## src/rtl/cfg_pkg.sv

```systemverilog
package cfg_pkg;
  localparam int IO_BASE_W = 16;

  localparam logic [7:0] REG_LDSEL   = 8'h07;
  localparam logic [7:0] REG_CHIPID  = 8'h20;
  localparam logic [7:0] REG_REVID   = 8'h21;
  localparam logic [7:0] REG_ACTIVE  = 8'h30;
  localparam logic [7:0] REG_BASE_HI = 8'h60;
  localparam logic [7:0] REG_BASE_LO = 8'h61;

  typedef enum logic [2:0] {
    K_NONE, K_LDSEL, K_CHIPID, K_REVID, K_ACTIVE, K_BASE_HI, K_BASE_LO, K_DEVICE
  } reg_kind_e;

  function automatic reg_kind_e classify(input logic [7:0] r);
    reg_kind_e k;
    if (r[7:4] == 4'hF) k = K_DEVICE;
    else begin
      case (r)
        REG_LDSEL:   k = K_LDSEL;
        REG_CHIPID:  k = K_CHIPID;
        REG_REVID:   k = K_REVID;
        REG_ACTIVE:  k = K_ACTIVE;
        REG_BASE_HI: k = K_BASE_HI;
        REG_BASE_LO: k = K_BASE_LO;
        default:     k = K_NONE;
      endcase
    end
    return k;
  endfunction
endpackage

```

## src/rtl/cfg_port_decode.sv

```systemverilog
module cfg_port_decode #(
  parameter int         ADDR_W   = 16,
  parameter logic [15:0] BASE_PRI = 16'h002E,
  parameter logic [15:0] BASE_ALT = 16'h004E
) (
  input  logic              strap_alt,
  input  logic [ADDR_W-1:0] host_addr,
  input  logic              host_wr,
  input  logic              host_rd,
  output logic              hit,
  output logic              idx_wr,
  output logic              idx_rd,
  output logic              data_wr,
  output logic              data_rd
);
  logic [ADDR_W-1:0] base;
  logic is_idx, is_dat, rd_eff;

  always_comb begin
    base   = strap_alt ? ADDR_W'(BASE_ALT) : ADDR_W'(BASE_PRI);
    is_idx = (host_addr == base);
    is_dat = (host_addr == base + ADDR_W'(1));
    rd_eff = host_rd & ~host_wr;
    hit    = (host_wr | host_rd) & (is_idx | is_dat);
    idx_wr  = host_wr & is_idx;
    data_wr = host_wr & is_dat;
    idx_rd  = rd_eff & is_idx;
    data_rd = rd_eff & is_dat;
  end
endmodule

```

## src/rtl/cfg_ld_bank.sv

```systemverilog
module cfg_ld_bank
  import cfg_pkg::*;
(
  input  logic                 clk,
  input  logic                 rst_n,
  input  logic                 sel,
  input  logic                 wr,
  input  reg_kind_e            kind,
  input  logic [7:0]           wdata,
  output logic                 active,
  output logic [IO_BASE_W-1:0] base
);
  always_ff @(posedge clk or negedge rst_n) begin
    if (!rst_n) begin
      active <= 1'b0;
      base   <= '0;
    end else if (wr && sel) begin
      case (kind)
        K_ACTIVE:  active     <= wdata[0];
        K_BASE_HI: base[15:8] <= wdata;
        K_BASE_LO: base[7:0]  <= wdata;
        default: ;
      endcase
    end
  end

  // an unselected bank holds its contents
  p_bank_hold_r6: assert property (@(posedge clk) disable iff (!rst_n)
    !(wr && sel) |=> ($stable(active) && $stable(base)));
endmodule

```

## src/rtl/cfg_read_mux.sv

```systemverilog
module cfg_read_mux
  import cfg_pkg::*;
#(
  parameter int         LDN_W   = 4,
  parameter logic [7:0] CHIP_ID = 8'hE9,
  parameter logic [7:0] REV_ID  = 8'h01
) (
  input  logic                 clk,
  input  logic                 rst_n,
  input  logic                 idx_rd,
  input  logic                 data_rd,
  input  logic [7:0]           index,
  input  reg_kind_e            kind,
  input  logic [LDN_W-1:0]     ldn,
  input  logic                 ldn_ok,
  input  logic                 sel_active,
  input  logic [IO_BASE_W-1:0] sel_base,
  input  logic [7:0]           dev_rdata,
  output logic [7:0]           rdata
);
  logic [7:0] reg_val;

  always_comb begin
    case (kind)
      K_LDSEL:   reg_val = 8'(ldn);
      K_CHIPID:  reg_val = CHIP_ID;
      K_REVID:   reg_val = REV_ID;
      K_ACTIVE:  reg_val = ldn_ok ? {7'b0, sel_active} : 8'hFF;
      K_BASE_HI: reg_val = ldn_ok ? sel_base[15:8] : 8'hFF;
      K_BASE_LO: reg_val = ldn_ok ? sel_base[7:0] : 8'hFF;
      K_DEVICE:  reg_val = ldn_ok ? dev_rdata : 8'hFF;
      default:   reg_val = 8'hFF;
    endcase
    if (idx_rd)       rdata = index;
    else if (data_rd) rdata = reg_val;
    else              rdata = 8'hFF;
  end

  p_chip_id_r4: assert property (@(posedge clk) disable iff (!rst_n)
    (data_rd && index == REG_CHIPID) |-> (rdata == CHIP_ID));
  p_unimpl_ff_r8: assert property (@(posedge clk) disable iff (!rst_n)
    (data_rd && index == 8'h31) |-> (rdata == 8'hFF));
endmodule

```

## src/rtl/cfg_space_ctrl.sv

```systemverilog
module cfg_space_ctrl
  import cfg_pkg::*;
#(
  parameter int         NUM_LD  = 15,
  parameter int         ADDR_W  = 16,
  parameter logic [7:0] CHIP_ID = 8'hE9,
  parameter logic [7:0] REV_ID  = 8'h01,
  localparam int        LDN_W   = $clog2(NUM_LD + 1)
) (
  input  logic                        clk,
  input  logic                        rst_n,
  input  logic                        strap_alt,
  input  logic [ADDR_W-1:0]           host_addr,
  input  logic                        host_wr,
  input  logic                        host_rd,
  input  logic [7:0]                  host_wdata,
  output logic [7:0]                  host_rdata,
  output logic                        host_hit,
  output logic [NUM_LD-1:0]           ld_active,
  output logic [NUM_LD*IO_BASE_W-1:0] ld_base,
  output logic [LDN_W-1:0]            dev_ldn,
  output logic [3:0]                  dev_reg,
  output logic                        dev_wr,
  output logic                        dev_rd,
  output logic [7:0]                  dev_wdata,
  input  logic [7:0]                  dev_rdata
);
  logic idx_wr, idx_rd, data_wr, data_rd;
  logic [7:0] index;
  logic [LDN_W-1:0] ldn;
  logic ldn_ok, bank_wr, sel_active;
  logic [IO_BASE_W-1:0] sel_base;
  reg_kind_e kind;

  cfg_port_decode #(.ADDR_W(ADDR_W)) u_dec (
    .strap_alt(strap_alt), .host_addr(host_addr), .host_wr(host_wr),
    .host_rd(host_rd), .hit(host_hit), .idx_wr(idx_wr), .idx_rd(idx_rd),
    .data_wr(data_wr), .data_rd(data_rd)
  );

  always_ff @(posedge clk or negedge rst_n) begin
    if (!rst_n) begin
      index <= 8'h00;
      ldn   <= '0;
    end else begin
      if (idx_wr) index <= host_wdata;
      if (data_wr && kind == K_LDSEL) ldn <= host_wdata[LDN_W-1:0];
    end
  end

  always_comb begin
    kind    = classify(index);
    ldn_ok  = (32'(ldn) < NUM_LD);
    bank_wr = data_wr && ldn_ok &&
              (kind == K_ACTIVE || kind == K_BASE_HI || kind == K_BASE_LO);
  end

  for (genvar g = 0; g < NUM_LD; g++) begin : g_bank
    cfg_ld_bank u_bank (
      .clk(clk), .rst_n(rst_n), .sel(ldn == LDN_W'(g)), .wr(bank_wr),
      .kind(kind), .wdata(host_wdata), .active(ld_active[g]),
      .base(ld_base[g*IO_BASE_W +: IO_BASE_W])
    );
  end

  always_comb begin
    sel_active = 1'b0;
    sel_base   = '0;
    for (int i = 0; i < NUM_LD; i++) begin
      if (ldn == LDN_W'(i)) begin
        sel_active = ld_active[i];
        sel_base   = ld_base[i*IO_BASE_W +: IO_BASE_W];
      end
    end
  end

  always_comb begin
    dev_ldn   = ldn;
    dev_reg   = index[3:0];
    dev_wdata = host_wdata;
    dev_wr    = data_wr && kind == K_DEVICE && ldn_ok;
    dev_rd    = data_rd && kind == K_DEVICE && ldn_ok;
  end

  cfg_read_mux #(.LDN_W(LDN_W), .CHIP_ID(CHIP_ID), .REV_ID(REV_ID)) u_mux (
    .clk(clk), .rst_n(rst_n), .idx_rd(idx_rd), .data_rd(data_rd),
    .index(index), .kind(kind), .ldn(ldn), .ldn_ok(ldn_ok),
    .sel_active(sel_active), .sel_base(sel_base), .dev_rdata(dev_rdata),
    .rdata(host_rdata)
  );

  p_dev_needs_hit_r9: assert property (@(posedge clk) disable iff (!rst_n)
    (dev_wr || dev_rd) |-> (host_hit && index[7:4] == 4'hF));
  p_index_hold_r2: assert property (@(posedge clk) disable iff (!rst_n)
    !idx_wr |=> $stable(index));
  p_no_hit_no_strobe_r1: assert property (@(posedge clk) disable iff (!rst_n)
    !host_hit |-> !(dev_wr || dev_rd));
endmodule

```

## config.mk

```make
export PLATFORM = sky130hd
export DESIGN_NAME = cfg_space_ctrl
export DESIGN_NICKNAME = d
export VERILOG_FILES = /design/src/rtl/cfg_pkg.sv /design/src/rtl/cfg_port_decode.sv /design/src/rtl/cfg_ld_bank.sv /design/src/rtl/cfg_read_mux.sv /design/src/rtl/cfg_space_ctrl.sv
export SDC_FILE = /design/constraint.sdc
export NUM_CORES = 1
export LEC_CHECK = 0
export BUFFER_PORTS_ARGS = -buffer_cell sky130_fd_sc_hd__buf_2
export CORE_ASPECT_RATIO = 1.25
export CORE_MARGIN = 1.5
export CORE_UTILIZATION = 56
export CTS_BUF_LIST = sky130_fd_sc_hd__clkbuf_8
export DETAILED_ROUTE_END_ITERATION = 8
export HOLD_SLACK_MARGIN = 0.1
export PLACE_DENSITY = 0.94
export RECOVER_POWER = 100
export SYNTH_ARGS = -nofsm -noshare
export SYNTH_HDL_FRONTEND = slang
export SYNTH_SLANG_ARGS = --single-unit
```

## constraint.sdc

```tcl
create_clock -name clk -period 3 [get_ports clk]
set_input_delay 0.15 -clock clk [delete_from_list [all_inputs] [get_ports clk]]
set_output_delay 0.15 -clock clk [all_outputs]
set_load 0.005 [all_outputs]
```

After elaboration in Yosys (flattened, before gate mapping). Index checks and enable logic that the tools add are counted.

$add $sub $neg: 1. $lt $le $gt $ge: 1. Equal/unequal tests: 30. Mux-type cells: 40. Bitwise operators: 9. Reductions and logical operators: 70.

Operators by type and width (number): $mux W16 (15); $reduce_and A2 Y1 (45); $pmux W8 S7 (1); $mux W8 (6); $eq A16 B16 Y1 (2); $eq A4 B4 Y1 const B (8); $eq A8 B6 Y1 const B (3); $logic_and A1 B1 Y1 (22); $pmux W3 S6 (1); $add A16 B1 Y16 const B (1); $eq A4 B3 Y1 const B (4); $eq A8 B7 Y1 const B (2); $mux W1 (15); $eq A3 B3 Y1 const B (4); $eq A4 B2 Y1 const B (2); $eq A8 B3 Y1 const B (1); $mux W7 (1); $and A1 B1 Y1 (6); $eq A3 B2 Y1 const B (2); $eq A4 B1 Y1 const B (1); $logic_not A4 Y1 (1); $lt A4 B4 Y1 const B (1); $eq A3 B1 Y1 const B (1); $mux W3 (1); other kinds (3) (5).

Bits in registers: 267. Input bits: 37. Word-level logic and storage cells: 198.

Depth between registers and ports, before layout.
Depth in word-level cells: 20. Depth in mapped cells: 11. Mapped depth without buffers: 6.

By module. Synthesis repeated with hierarchy kept, for this count alone.

Cells, all modules: 1163. Area, all modules: 14126.0 sq um.

By module, submodules not included: cfg_ld_bank (instances 15, cells each 39, area each 664.4 sq um); cfg_space_ctrl (instances 1, cells each 488, area each 3499.6 sq um); cfg_read_mux (instances 1, cells each 72, area each 533.0 sq um); cfg_port_decode (instances 1, cells each 18, area each 127.6 sq um).

Least setup slack after synthesis. OpenSTA, ideal clock, no wires.

Path kind: reg2reg. Start: register index[7]. End: register g_bank[13].u_bank.base[15]. Library setup time: 0.125 ns. Data arrival time: 2.341 ns. Data required time: 2.875 ns. Slack: 0.534 ns. Stages on the path, launching flop included: 7. Period minus slack after synthesis: 2.466 ns. Cell sequence: dfrtp_1 > or4b_4 > or3_1 > buf_6 > nor3_4 > nand2_4 > mux2_4.

Word-level cells in the longest chain between the ends: 9. Elaborated cells between the ends (all ways): 17. Those cells by class: eq/ne: 10; mux: 2; reduce/logical: 5.

Ends and longest elaborated chain: start, declared (RTL line cfg_space_ctrl.sv:29) `logic [7:0] index;`; start signal, assigned (RTL line cfg_space_ctrl.sv:46) `if (idx_wr) index <= host_wdata;`; $eq A8 B7 Y1 (tied with other cells) (RTL line cfg_pkg.sv:19) `case (r)`; $pmux W3 S6 (RTL line cfg_pkg.sv:19); $mux W3 (*) (RTL line cfg_pkg.sv:17) `if (r[7:4] == 4'hF) k = K_DEVICE;`; $eq A3 B3 Y1 (on tied branches) (RTL line cfg_space_ctrl.sv:55, cfg_ld_bank.sv:18); $logic_or A1 B1 Y1 (2 in series) (RTL line cfg_space_ctrl.sv:55) `(kind == K_ACTIVE || kind == K_BASE_HI || kind == K_BASE_LO);`; $logic_and A1 B1 Y1 (RTL line cfg_space_ctrl.sv:54) `bank_wr = data_wr && ldn_ok &&`; $logic_and A1 B1 Y1 (RTL line cfg_ld_bank.sv:17) `end else if (wr && sel) begin`; $reduce_and A2 Y1 (no line) (*); end signal, assigned (RTL line cfg_ld_bank.sv:20) `K_BASE_HI: base[15:8] <= wdata;`; end, declared (RTL line cfg_ld_bank.sv:11) `output logic [IO_BASE_W-1:0] base`.

Mark *: on every way between the ends. The rest lies on a longest branch, timed or not. A chain may end at the register's enable or synchronous reset.

Worst setup path after layout.
Start: register ldn[0] (netlist: dev_ldn[0]). End: output port host_rdata[1].

Word-level cells in the longest chain between the ends: 20. Elaborated cells between the ends (all ways): 38. Those cells by class: order compare: 1; eq/ne: 14; mux: 22; reduce/logical: 1.

Ends and longest elaborated chain: start, declared (RTL line cfg_space_ctrl.sv:30) `logic [LDN_W-1:0] ldn;`; start signal, assigned (RTL line cfg_space_ctrl.sv:47) `if (data_wr && kind == K_LDSEL) ldn <= host_wdata[LDN_W-1:0];`; $logic_not A4 Y1 (RTL line cfg_space_ctrl.sv:70) `if (ldn == LDN_W'(i)) begin`; $mux W16 (15 in series) (RTL line cfg_space_ctrl.sv:70); $mux W8 (on tied branches) (RTL line cfg_read_mux.sv:30, cfg_read_mux.sv:29); $pmux W8 S7 (*) (RTL line cfg_read_mux.sv:24) `case (kind)`; $mux W8 (*) (RTL line cfg_read_mux.sv:35) `else if (data_rd) rdata = reg_val;`; $mux W8 (*) (RTL line cfg_read_mux.sv:34) `if (idx_rd) rdata = index;`; end, declared (RTL line cfg_space_ctrl.sv:17) `output logic [7:0] host_rdata,`.

Marks and branches as above.

==> results.py <==
metrics = {
    "outcome": {
        "status": "complete, but fails checks",
        "violations": "capacitance limit, slew limit, setup timing",
    },
    "logic_synthesis": {
        "yosys_most_used_dff": "dfrtp_1",
        "synth_area_sq_um": 13770,
        "synth_area_per_cell_sq_um": 11.74,
        "yosys_warnings": 0,
        "synth_top_family_by_area": "multiplexers",
        "synth-simple-area-share_pct": 9.688,
        "synth_edf_count": 0,
        "synth_xor_area_share_pct": 0,
        "synthArstFlopShare_pct": 100.0,
        "yosysSeqAreaShare_pct": 48.53,
        "muxShareOfSynthArea_pct": 27.11,
        "synth-compound-area-share_pct": 10.38,
        "synth_fp_nets": 1210,
        "ys_types": 75,
        "synthAdderAreaFrac_pct": 0,
        "yosys_register_bits": 267,
        "synthCells": 1173,
    },
    "floorplanning": {
        "dieHeight_um": 178.3,
        "die_x_um": 143.2,
        "initial_utilization_pct": 56.55,
        "io_pins": 319,
        "core_sq_um": 24340,
        "num_rows": 64,
        "die_area_sq_um": 25540,
    },
    "worst_setup_path": {
        "cp.required_ns": 2.85,
        "cp.arrival_ns": 3.05,
        "worstSetupPathType": "flop to output port",
        "ff2ff_path_depth": 7,
        "cp_max_fo": 12,
        "cp-start-kind": "flop",
        "endpoint_kind": "output port",
    },
    "final_layout": {
        "synthToLayoutAreaGrowth_pct": 25.08,
        "num-fill-cells": 1760,
        "final_core_util_pct": 70.74,
        "multi_input_area_sq_um": 6778,
        "antenna_cells": 0,
        "nets": 1587,
        "drive_above_1_share_pct": 44.51,
        "final_cells": 1905,
        "regArea_sq_um": 6696,
    },
    "timing": {
        "hold_viol_final": 0,
        "setup_tns_ns": -0.3329,
        "drv_slew": 312,
        "finalClockSkew_ns": 0.03912,
        "fin_crit_sh_pct": 106.7,
        "worst_slack_ns": -0.1998,
        "slew_headroom_pct": -42.48,
        "setup_violations": 6,
        "worst_slew_pin_slew_ns": 2.137,
        "period_needed_ns": 3.200,
        "rsz0062_at_grt": "true",
        "timing.fmax_mhz": 312.5,
        "whs_ns": 0.1659,
    },
    "power": {
        "combPwrFrac_pct": 2.7,
        "ir_drop_uv": 328.5,
        "leakage_nw": 8.794,
        "power_mw": 6.992,
        "powerDensity_nw_per_um2": 406.0,
        "p_int_mw": 5.339,
        "p_sw_mw": 1.653,
        "pwr-share-seq_pct": 51.5,
        "switching_share_pct": 23.64,
        "clockPowerShare_pct": 45.8,
    },
    "place": {
        "place_hpwl_um": 38480,
        "gp_congestion": 1.023,
        "port_buffers": 318,
        "placedCellCount": 1802,
    },
    "detailed_routing": {
        "wl_per_cell_um": 30.19,
        "totalWireLength_um": 57520,
        "drt_iter0_drc": 1921,
        "drcViolationCount": 0,
        "ant_nets": 0,
        "viasPerCell": 6.920,
        "vias": 13182,
        "drtPass1Iterations": 7,
    },
    "grt": {
        "antenna_found_initial": 0,
        "track_usage_pct": 43.19,
        "grt_pass1_wl_um": 80050,
        "gr-total-overflow": 0,
        "grt_pass1_vias": 12685,
        "grt_max_degree": 91,
    },
    "cts": {
        "numClockSinks": 267,
        "cts_tree": "done",
        "cts_root_buffer": "clkbuf_8",
        "clk_latency_ns": 0.58,
        "cts_buffers": 43,
        "cts_buffer_depth": 3,
        "clk_pin_slew_ns": 0.07,
        "htreeDepth": 2,
    },
    "worst_hold_path": {
        "min_path_cells": 4,
        "min_path_type": "input pin to flop",
    },
    "flow_run": {
        "cap_violations": 9,
    },
}
==> through the flow <==
step / setup WS (ns) / cell area (sq um)
floorplan: 0.5340 / 13770
global placement: 0.2296 / 16010
detailed placement: 0.2495 / 16010
CTS: -0.002408 / 17100
global route: -0.2475 / 17220
finish: -0.1998 / 17220
==> final timing paths <==
kind                                        endpoint                      start  slack (ns)
min                                         index[5]                    host_wr        0.17
min reg2reg                g_bank[12].u_bank.base[0]  g_bank[12].u_bank.base[0]        0.53
max in group asynchronous  g_bank[11].u_bank.base[0]                      rst_n        0.79
max reg2reg                 g_bank[8].u_bank.base[2]                   index[7]        0.22
min in group asynchronous   g_bank[5].u_bank.base[3]                      rst_n        0.18
max                                    host_rdata[1]                 dev_ldn[0]       -0.20
==> critical path, stage by stage, from the launching register on <==
cell and delay (ns):
dfrtp_4 0.52, buf_4 0.21, nor2_2 0.24, nand2_1 0.11, a211oi_1 0.37, o21ai_0 0.25
a31o_2 0.31, a41oi_1 0.28, buf_2 0.17
==> sequential cells by signal (all words and copies together), names as in the netlist <==
name                  flops
g_bank.u_bank.active     15
g_bank.u_bank.base      240
index                     8
dev_ldn                   4
==> power groups by stage <==
stage	sequential (mW)	clock, mW	combinational, mW
global placement	3.67	0	0.186
floorplan	3.67	0	0.0506
detailed placement	3.67	0	0.191
finish	3.60	3.20	0.188
CTS	3.60	3.17	0.193
global route	3.60	3.35	0.203
==> timing repair <==
item | 4_1_cts | 5_1_grt
buffers inserted | 16 | 15
endpoints found under the setup margin | 8 | 8
resized for setup | 34 | 56
pin swaps | 7 | 22
gates cloned | 0 | 1
hold buffers | 1 | 0
endpoints found under the hold margin | 86 | 0
==> cell usage in the layout, fill, tap and decap left out, types with 11 or more instances in the layout <==
master    count
mux2_2      262
dfrtp_1     259
clkbuf_1    178
buf_2       142
buf_4       107
nand2_1      56
nor2_1       52
o21ai_0      52
clkbuf_8     51
a21oi_1      48
mux2i_1      38
nand3_1      19
o22ai_1      17
inv_1        15
nor2_2       12
nor3_1       11
nor2b_1      11
mux4_2       11
==> area by class of cell <==
| type | instances | area share, % |
|---|---|---|
| Multi-Input combinational cell | 786 | 39.36 |
| Sequential cell | 267 | 38.89 |
| Timing Repair Buffer | 446 | 14.30 |
| Clock buffer | 51 | 4.076 |
| Tap cell | 330 | 2.398 |
| Clock inverter | 19 | 0.8065 |
| Inverter | 6 | 0.1744 |
==> per-layer routing <==
layer  up-vias  wire length [um]  part of all wire (%)  global-route usage (%)
li1       5055                 -                     -                       -
met1      6373             19370                    34                   52.40
met2      1317             25440                    44                   67.25
met3       437              7362                    13                   10.60
met4         0              5341                   9.3                   31.16
met5         -                 0                     0                       0
==> kinds of logic (layout without fill, tap and decap cells) <==
group,Yosys count,count (layout)
multiplexers,322,322
AND/OR/NAND/NOR,243,243
buffers and inverters,120,522
flip-flops,267,267
AO/OA/AOI/OAI,221,221
==> synthesized netlist by cell type (16+ instances only) <==
cell,n,area share [%]
dfrtp_1,267,49
mux2_2,262,21
clkbuf_1,61,1.7
o21ai_0,59,2.1
nor2_1,58,1.6
nand2_1,57,1.6
a21oi_1,56,2.0
mux2i_1,38,2.8
buf_4,30,1.6
nand3_1,21,0.76
o22ai_1,18,0.82
buf_2,16,0.58
No activity file was read; power rests on OpenSTA's default activity.
